==> config.mk <==
export PLATFORM = sky130hd
export DESIGN_NAME = casc_counter
export DESIGN_NICKNAME = d
export VERILOG_FILES = /design/src/rtl/cnt_pkg.sv /design/src/rtl/clr_sync.sv /design/src/rtl/cnt_slice.sv /design/src/rtl/casc_counter.sv
export SDC_FILE = /design/constraint.sdc
export NUM_CORES = 1
export LEC_CHECK = 0
export ABC_AREA = 1
export ABC_CLOCK_PERIOD_IN_PS = 1350
export BUFFER_PORTS_ARGS = -buffer_cell sky130_fd_sc_hd__buf_4
export CAP_MARGIN = 20
export CORE_ASPECT_RATIO = 1.75
export CORE_MARGIN = 2
export CORE_UTILIZATION = 46
export CTS_BUF_LIST = sky130_fd_sc_hd__clkbuf_8
export DETAILED_ROUTE_END_ITERATION = 16
export GPL_TIMING_DRIVEN = 0
export PLACE_DENSITY_LB_ADDON = 0.05
export SYNTH_ARGS = -nofsm -noshare
export SYNTH_HDL_FRONTEND = slang
export SYNTH_SLANG_ARGS = --single-unit
==> constraint.sdc <==
create_clock -name clk_i -period 1.35 [get_ports clk_i]
set_input_delay 0 -clock clk_i [delete_from_list [all_inputs] [get_ports clk_i]]
set_output_delay 0 -clock clk_i [all_outputs]
set_load 0.1 [all_outputs]
==> src/rtl/cnt_pkg.sv <==
package cnt_pkg;
  localparam int SLICE_W = 4;
  typedef logic [SLICE_W-1:0] nib_t;
endpackage

==> src/rtl/clr_sync.sv <==
module clr_sync #(
  parameter int STAGES = 2
) (
  input  logic clk_i,
  input  logic rst_ni,
  output logic run_o
);
  logic [STAGES-1:0] sync_q;
  logic [STAGES:0]   sync_d;

  assign sync_d = {sync_q, 1'b1};

  always_ff @(posedge clk_i or negedge rst_ni) begin
    if (!rst_ni) sync_q <= '0;
    else         sync_q <= sync_d[STAGES-1:0];
  end

  assign run_o = sync_q[STAGES-1];

  // once running, stays running until clear
  p_run_sticky_r9: assert property (@(posedge clk_i) disable iff (!rst_ni)
    run_o |=> run_o);
endmodule

==> src/rtl/cnt_slice.sv <==
module cnt_slice
  import cnt_pkg::*;
(
  input  logic clk_i,
  input  logic rst_ni,
  input  logic run_i,
  input  logic load_ni,
  input  logic en_par_i,
  input  logic en_trk_i,
  input  nib_t data_i,
  output nib_t q_o,
  output logic carry_o
);
  nib_t q_q;
  logic step;

  assign step = en_par_i & en_trk_i;

  always_ff @(posedge clk_i or negedge rst_ni) begin
    if (!rst_ni)       q_q <= '0;
    else if (run_i) begin
      if (!load_ni)    q_q <= data_i;
      else if (step)   q_q <= q_q + nib_t'(1);
    end
  end

  assign q_o     = q_q;
  assign carry_o = en_trk_i & (&q_q);

  p_load_r3: assert property (@(posedge clk_i) disable iff (!rst_ni)
    run_i && !load_ni |=> q_q == $past(data_i));
  p_inc_r4: assert property (@(posedge clk_i) disable iff (!rst_ni)
    run_i && load_ni && en_par_i && en_trk_i |=> q_q == $past(q_q) + nib_t'(1));
  p_hold_r5: assert property (@(posedge clk_i) disable iff (!rst_ni)
    run_i && load_ni && !(en_par_i && en_trk_i) |=> $stable(q_q));
  p_wrap_r7: assert property (@(posedge clk_i) disable iff (!rst_ni)
    run_i && load_ni && en_par_i && carry_o |=> q_q == '0);
endmodule

==> src/rtl/casc_counter.sv <==
module casc_counter
  import cnt_pkg::*;
#(
  parameter int N_SLICES    = 4,
  parameter int SYNC_STAGES = 2,
  localparam int W          = N_SLICES * SLICE_W
) (
  input  logic         clk_i,
  input  logic         rst_ni,
  input  logic         load_ni,
  input  logic         en_par_i,
  input  logic         en_trk_i,
  input  logic [W-1:0] data_i,
  output logic [W-1:0] count_o,
  output logic         carry_o
);
  logic            run;
  logic [N_SLICES:0] trk;

  clr_sync #(.STAGES(SYNC_STAGES)) i_clr_sync (
    .clk_i (clk_i),
    .rst_ni(rst_ni),
    .run_o (run)
  );

  assign trk[0] = en_trk_i;

  for (genvar k = 0; k < N_SLICES; k++) begin : g_slice
    cnt_slice i_slice (
      .clk_i   (clk_i),
      .rst_ni  (rst_ni),
      .run_i   (run),
      .load_ni (load_ni),
      .en_par_i(en_par_i),
      .en_trk_i(trk[k]),
      .data_i  (data_i[k*SLICE_W +: SLICE_W]),
      .q_o     (count_o[k*SLICE_W +: SLICE_W]),
      .carry_o (trk[k+1])
    );
  end

  assign carry_o = trk[N_SLICES];

  p_settle_r9: assert property (@(posedge clk_i) disable iff (!rst_ni)
    !run |=> $stable(count_o));
  p_chain_r8: assert property (@(posedge clk_i) disable iff (!rst_ni)
    run && load_ni && en_par_i && en_trk_i |=> count_o == $past(count_o) + W'(1));
endmodule

==> results of run 1 <==
==> critical path: cells and delay by family, from the launching register on <==
family	cells	cell delay [ns]
fa+ha+maj	1	0.16
flops	1	0.44
buf+inv	1	0.18
simple gates	4	0.46
==> worst max path at each step <==
stage	start	end	slack, ns	cells after the start
after floorplan	g_slice[0].i_slice.q_o[1]	carry_o	-0.29	5
after global placement	g_slice[0].i_slice.q_o[0]	g_slice[3].i_slice.q_o[3]	-0.09	8
after detailed placement	g_slice[0].i_slice.q_o[1]	g_slice[3].i_slice.q_o[0]	-0.12	8
after CTS	g_slice[0].i_slice.q_o[1]	carry_o	-0.12	6
after global routing	g_slice[2].i_slice.q_o[1]	carry_o	-0.23	6
final	g_slice[0].i_slice.q_o[1]	carry_o	-0.14	6
==> power by group through the flow <==
stage	clock, mW	sequential, mW	combinational [mW]
finish	0.450	0.805	1.47
global route	0.475	0.823	1.56
CTS	0.457	0.799	1.45
detailed placement	0	0.835	1.32
global placement	0	0.827	1.29
floorplan	0	1.52	0.306
==> repair_timing <==
| item | CTS | global route |
|---|---|---|
| gates cloned | 1 | 0 |
| gates resized for setup | 16 | 16 |
| endpoints found under the hold margin | 18 | 0 |
| pin swaps | 14 | 9 |
| endpoints found under the setup margin | 11 | 16 |
| setup buffers | 9 | 0 |
| hold buffers | 1 | 0 |
==> cells in the mapped netlist, drive strengths merged <==
cell   instances  area [sq um]
a21oi          3          26.3
o21ai         10          61.3
buf            5          33.8
nand2         71           272
ha             4          50.1
inv            7          26.3
nand3         19          95.1
or2            3          18.8
nand4          4          25.0
dfrtp         18           450
xnor2          2          17.5
conb           1          3.75
a31oi          1          6.26
nor2           7          28.8
==> per-layer routing <==
metal	wire length [microns]	vias up
li1	-	599
met4	78	0
met3	143	8
met2	1950	46
met1	1210	577
met5	0	-
==> through the flow <==
stage | instance area (sq um) | worst slack [ns] | hold slack (ns) | std cells
after floorplan | 1210 | -0.291 | -0.296 | 155
after global routing | 1780 | -0.232 | 0.0260 | 231
final | 1780 | -0.143 | 0.0215 | 231
after CTS | 1720 | -0.123 | 0.0233 | 231
after global placement | 1520 | -0.0887 | -0.115 | 216
after detailed placement | 1520 | -0.116 | -0.113 | 216
==> state kept, by name, indices dropped and copies added (netlist names) <==
signal	flops
g_slice.i_slice.q_o	16
i_clr_sync.sync_q	2
==> kinds of logic after synthesis <==
kind of cell               synth area share
DFF                                   0.404
adders and majority gates            0.0449
and+or+nand+nor                       0.394
buffers and inverters                0.0539
other                               0.00336
AOI/OAI and AO/OA                    0.0842
xor gates and xnor gates             0.0157
==> cell type report <==
type,count,area (sq um)
plain buffers,5,33.8
clock buffers,4,55.1
fillers,182,523
inverters,7,26.3
multi-input cells,125,767
flip-flops and latches,18,487
well taps,25,31.3
repair buffers,47,379
==> run metrics, run 1 <==
Unique masters post-synth=20; HP Start=data_i[1]; setup slack after layout=-0.143 ns; internal power=1.34 mW; grt met1 use=0.305; syn avg cell area=7.19 sq um; Seq/Total Area, Yosys=0.404; WHS Endpoint=g_slice[0].i_slice.q_o[1]; Worst Skew=0.00115 ns; Leak Pwr=approximately 0.86 nW; share of layout cells above drive strength 1=0.519; fin crit share=1.11; Hold Vio Cnt, Final=0; CP Cell Sequence=ha_4, nand2_4, nor2_4, nand4_1, nor2_4, buf_12; share of power burned in registers=0.295; RSZ-0062 raised after global routing=yes; FF-to-FF End=g_slice[0].i_slice.q_o[2]; register bit total from synthesis=18; Crit path arrival time=1.49 ns; R2R Path Start=g_slice[0].i_slice.q_o[1]; Port Buffers=36; Via density=5.32; most frequent CP cell=nor2_4; drt drc=0; gpl congestion=0.730; final net count=232; min Tclk post-route=1.49 ns; final antenna-violating net count=0; antenna violations before repair=0; commonest non-fill, non-tap cell in the layout=nand2_1; FF-to-FF path depth=5; core area=2300 sq um; Initial Util=0.484; setup_tns=-1.32 ns; die area=between 2000 and 3000 sq um; Post-Syn Nets=180; R2R setup slack=-0.14 ns; wire per inst=14.6 microns; diode count=0; DP HPWL=2290 microns; Yosys Warn Count=0; router iterations before antenna repair=5; Worst VDD drop=around 1.1 mV; Synth Cell Area=1110 sq um; largest net degree at the start of global routing=19; Logic pwr share=0.540; GR Overflow Total=0; largest buffer count on any clock path=2; number of DRC markers in iteration 0=47; Fmax=670 MHz; pwr/cell area=1530 nW/um^2; I/O pin count=38; CP max stage delay=0.44 ns; CTS tree=yes; Worst Path Required=1.35 ns; total wire length=3380 microns; Clock power frac=0.165; worst-path fanout max=2; Overall Power=2.73 mW; TritonCTS Buffers=3; critical path class=reg2out; M3 GR Usage=0.0386; status=finished with violations; Die Wd=41.2 microns; clk sink count=18; Switching Fraction=0.508; Total GRT Usage=0.268; first-pass GRT wire length=5460 microns; H-tree Lvls=1; Area Overhead vs Synth=59.6%; Max Cap Violations=0; vias post-DR=1230; Final setup viols=14; M2 GR Usage=0.446; synthesized netlist cell count=155; utilization after layout=0.773; Core Rows=23; most frequent cells in the layout=nand2_1, buf_4, dfrtp_2; Worst-path clk slew=0.07 ns; Die Y=69.1 microns; Critical Path Source Type=register; CP max stage cell=dfrtp_4; Max Slew Vio Count=0; WHS Path Cells=3; most used routing layer=met2; vias in the first global route=1236; Min-Delay Path Class=in2reg; P_sw=roughly 1.4 mW; Crit. End Element=output pin; later-pin clock latency in the skew report=0.25 ns; failing checks=negative setup slack; Root Driver=clkbuf_8
(Power assumes the default switching activity.)
==> inputs of run 2 (changes only) <==
--- a/config.mk
+++ b/config.mk
@@ -16,6 +16,7 @@
 export DETAILED_ROUTE_END_ITERATION = 16
 export GPL_TIMING_DRIVEN = 0
 export PLACE_DENSITY_LB_ADDON = 0.05
+export RECOVER_POWER = 25
 export SYNTH_ARGS = -nofsm -noshare
 export SYNTH_HDL_FRONTEND = slang
 export SYNTH_SLANG_ARGS = --single-unit
==> run 2 against run 1 <==
The run still ends with negative setup slack left; wire length rose by 0.41%; clock-buffer cell count stayed put; sequential power about the same; design area decreased by 0.21%; clock skew is 0.00051 ns higher; combinational power about the same; register-to-register slack about the same; die area unchanged; via count increased by 0.16%; worst setup slack got worse by 0.011 ns; critical path type is now reg2reg; critical endpoint is now g_slice[0].i_slice.q_o[2]; highest routed layer unchanged.
==> run metrics, run 2 (synthesis gave the netlist of run 1 again) <==
setup slack after layout=-0.155 ns (was -0.143 ns); Final setup viols=14 (unchanged); Overall Power=2.73 mW (about the same); final instance area=1780 sq um (about the same); final antenna-violating net count=0 (unchanged); Largest register FFs=16 (unchanged); Root Driver=clkbuf_8 (unchanged); commonest non-fill, non-tap cell in the layout=nand2_1 (unchanged); worst-path fanout max=2 (unchanged); Leak Pwr=0.860 nW (was 0.863 nW); Worst Path Required=1.48 ns (was 1.35 ns); I/O pin count=38 (unchanged); Via density=5.33 (was 5.32); critical path class=reg2reg (was reg2out); Area Overhead vs Synth=59.3% (was 59.6%); Core Rows=23 (unchanged); Worst Skew=0.00166 ns (was 0.00115 ns); Fmax=665 MHz (was 670 MHz); placed inst area=1520 sq um (unchanged); setup_tns=-1.36 ns (was -1.32 ns); later-pin clock latency in the skew report=0.25 ns (about the same); share of layout cells above drive strength 1=0.515 (was 0.519); CP max stage cell=dfrtp_4 (unchanged); largest net degree at the start of global routing=19 (unchanged); Finished Layout Cells=231 (unchanged); actual slew at the worst max-slew pin=1.05 ns; router iterations before antenna repair=4 (was 5); diode count=0 (unchanged); first-pass GRT wire length=5460 microns (unchanged); Crit path arrival time=1.64 ns (was 1.49 ns); wire per inst=14.7 microns (was 14.6 microns); Placed Cells=216 (unchanged); pwr/cell area=1540 nW/um^2 (was 1530 nW/um^2); failing checks=negative setup slack (unchanged); Initial Util=0.484 (unchanged); hold slack final=0.0223 ns (was 0.0215 ns); CP Cell Sequence=ha_4, buf_4, or2_2, a21oi_1, o21ai_1 (was ha_4, nand2_4, nor2_4, nand4_1, nor2_4, buf_12); die area=2850 sq um (unchanged); Die Y=69.1 microns (unchanged); RSZ-0062 raised after global routing=yes (unchanged); Crit. End Element=register (was output pin); Hold Vio Cnt, Final=0 (unchanged); clk sink count=18 (unchanged); vias post-DR=1232 (was 1230); CTS tree=yes (unchanged); fin crit share=1.11 (about the same); drt drc=0 (unchanged); min Tclk post-route=1.50 ns (was 1.49 ns); utilization after layout=0.771 (was 0.773); Port Buffers=36 (unchanged); DP HPWL=2290 microns (unchanged); number of DRC markers in iteration 0=47 (unchanged); Min-Delay Path Class=in2reg (unchanged); Max Cap Violations=0 (unchanged); Critical Path Source Type=register (unchanged); final net count=232 (unchanged); Total GRT Usage=0.268 (unchanged); core area=2300 sq um (unchanged); gpl congestion=0.730 (unchanged); antenna violations before repair=0 (unchanged); H-tree Lvls=1 (unchanged); Worst VDD drop=1.12 mV (was 1.13 mV); largest buffer count on any clock path=2 (unchanged); total wire length=3400 microns (was 3380 microns); CP max stage delay=0.50 ns (was 0.44 ns); Die Wd=41.2 microns (unchanged); slew margin rel.=0.302; Worst-path clk slew=0.07 ns (about the same); TritonCTS Buffers=3 (unchanged); most frequent cells in the layout=nand2_1, buf_4, dfrtp_2 (unchanged); GR Overflow Total=0 (unchanged); vias in the first global route=1236 (unchanged); Post-Place Setup Slack=-0.116 ns (unchanged); Max Slew Vio Count=0 (unchanged); status=finished with violations (unchanged)
-- run 2: cell types whose count changed in the layout (fill, tap and decap cells not counted), sizes merged --
cell    previous run  this run
buf               51        50
clkbuf             4         5
-- run 2: layout make-up --
type,instances,area (sq um)
Multi-Input combinational cell,125,767
Fill cell,183,527
Sequential cell,18,487
Timing Repair Buffer,47,375
Clock buffer,4,55.1
Buffer,5,33.8
Tap cell,25,31.3
Inverter,7,26.3
-- run 2: power by group --
part | total [mW] | switching (mW) | internal, mW | leakage, nW
Clock | 0.450 | 0.191 | 0.259 | 0.0288
Combinational | 1.47 | 1.07 | 0.406 | 0.629
Sequential | 0.806 | 0.131 | 0.674 | 0.202
Total | 2.73 | 1.39 | 1.34 | 0.860
-- run 2: worst max-delay path, delay by kind of cell (launching register included) --
| kind | cells | cell delay [ns] |
|---|---|---|
| adders and majority gates | 1 | 0.18 |
| buffers and inverters | 1 | 0.13 |
| AOI/OAI and AO/OA | 2 | 0.28 |
| and+or+nand+nor | 1 | 0.29 |
| DFF | 1 | 0.50 |
-- run 2: repair_timing --
| item | CTS | global route |
|---|---|---|
| pin swaps | 14 | 9 |
| gates cloned | 1 | 0 |
| gates resized for setup | 16 | 16 |
| setup endpoints to repair | 11 | 16 |
| hold endpoints to repair | 18 | 0 |
| setup buffers | 9 | 0 |
| hold buffers | 1 | 0 |
-- run 2: routing by layer --
| metal | track usage | wire length, microns |
|---|---|---|
| met4 | 0.129 | 78 |
| met3 | 0.0386 | 142 |
| met1 | 0.305 | 1280 |
| met5 | 0 | 0 |
| met2 | 0.446 | 1900 |
-- run 2: worst paths after layout --
path                       slack [ns]                      start  cells past startpoint                        end
min reg2reg                      0.36       i_clr_sync.sync_q[0]                      0       i_clr_sync.sync_q[1]
max reg2reg                     -0.15  g_slice[0].i_slice.q_o[1]                      5  g_slice[0].i_slice.q_o[2]
min                              0.02                  data_i[1]                      3  g_slice[0].i_slice.q_o[1]
max in group asynchronous        0.15                     rst_ni                      2  g_slice[2].i_slice.q_o[0]
min in group asynchronous        0.45                     rst_ni                      2  g_slice[1].i_slice.q_o[0]
max                             -0.15  g_slice[0].i_slice.q_o[1]                      5  g_slice[0].i_slice.q_o[2]
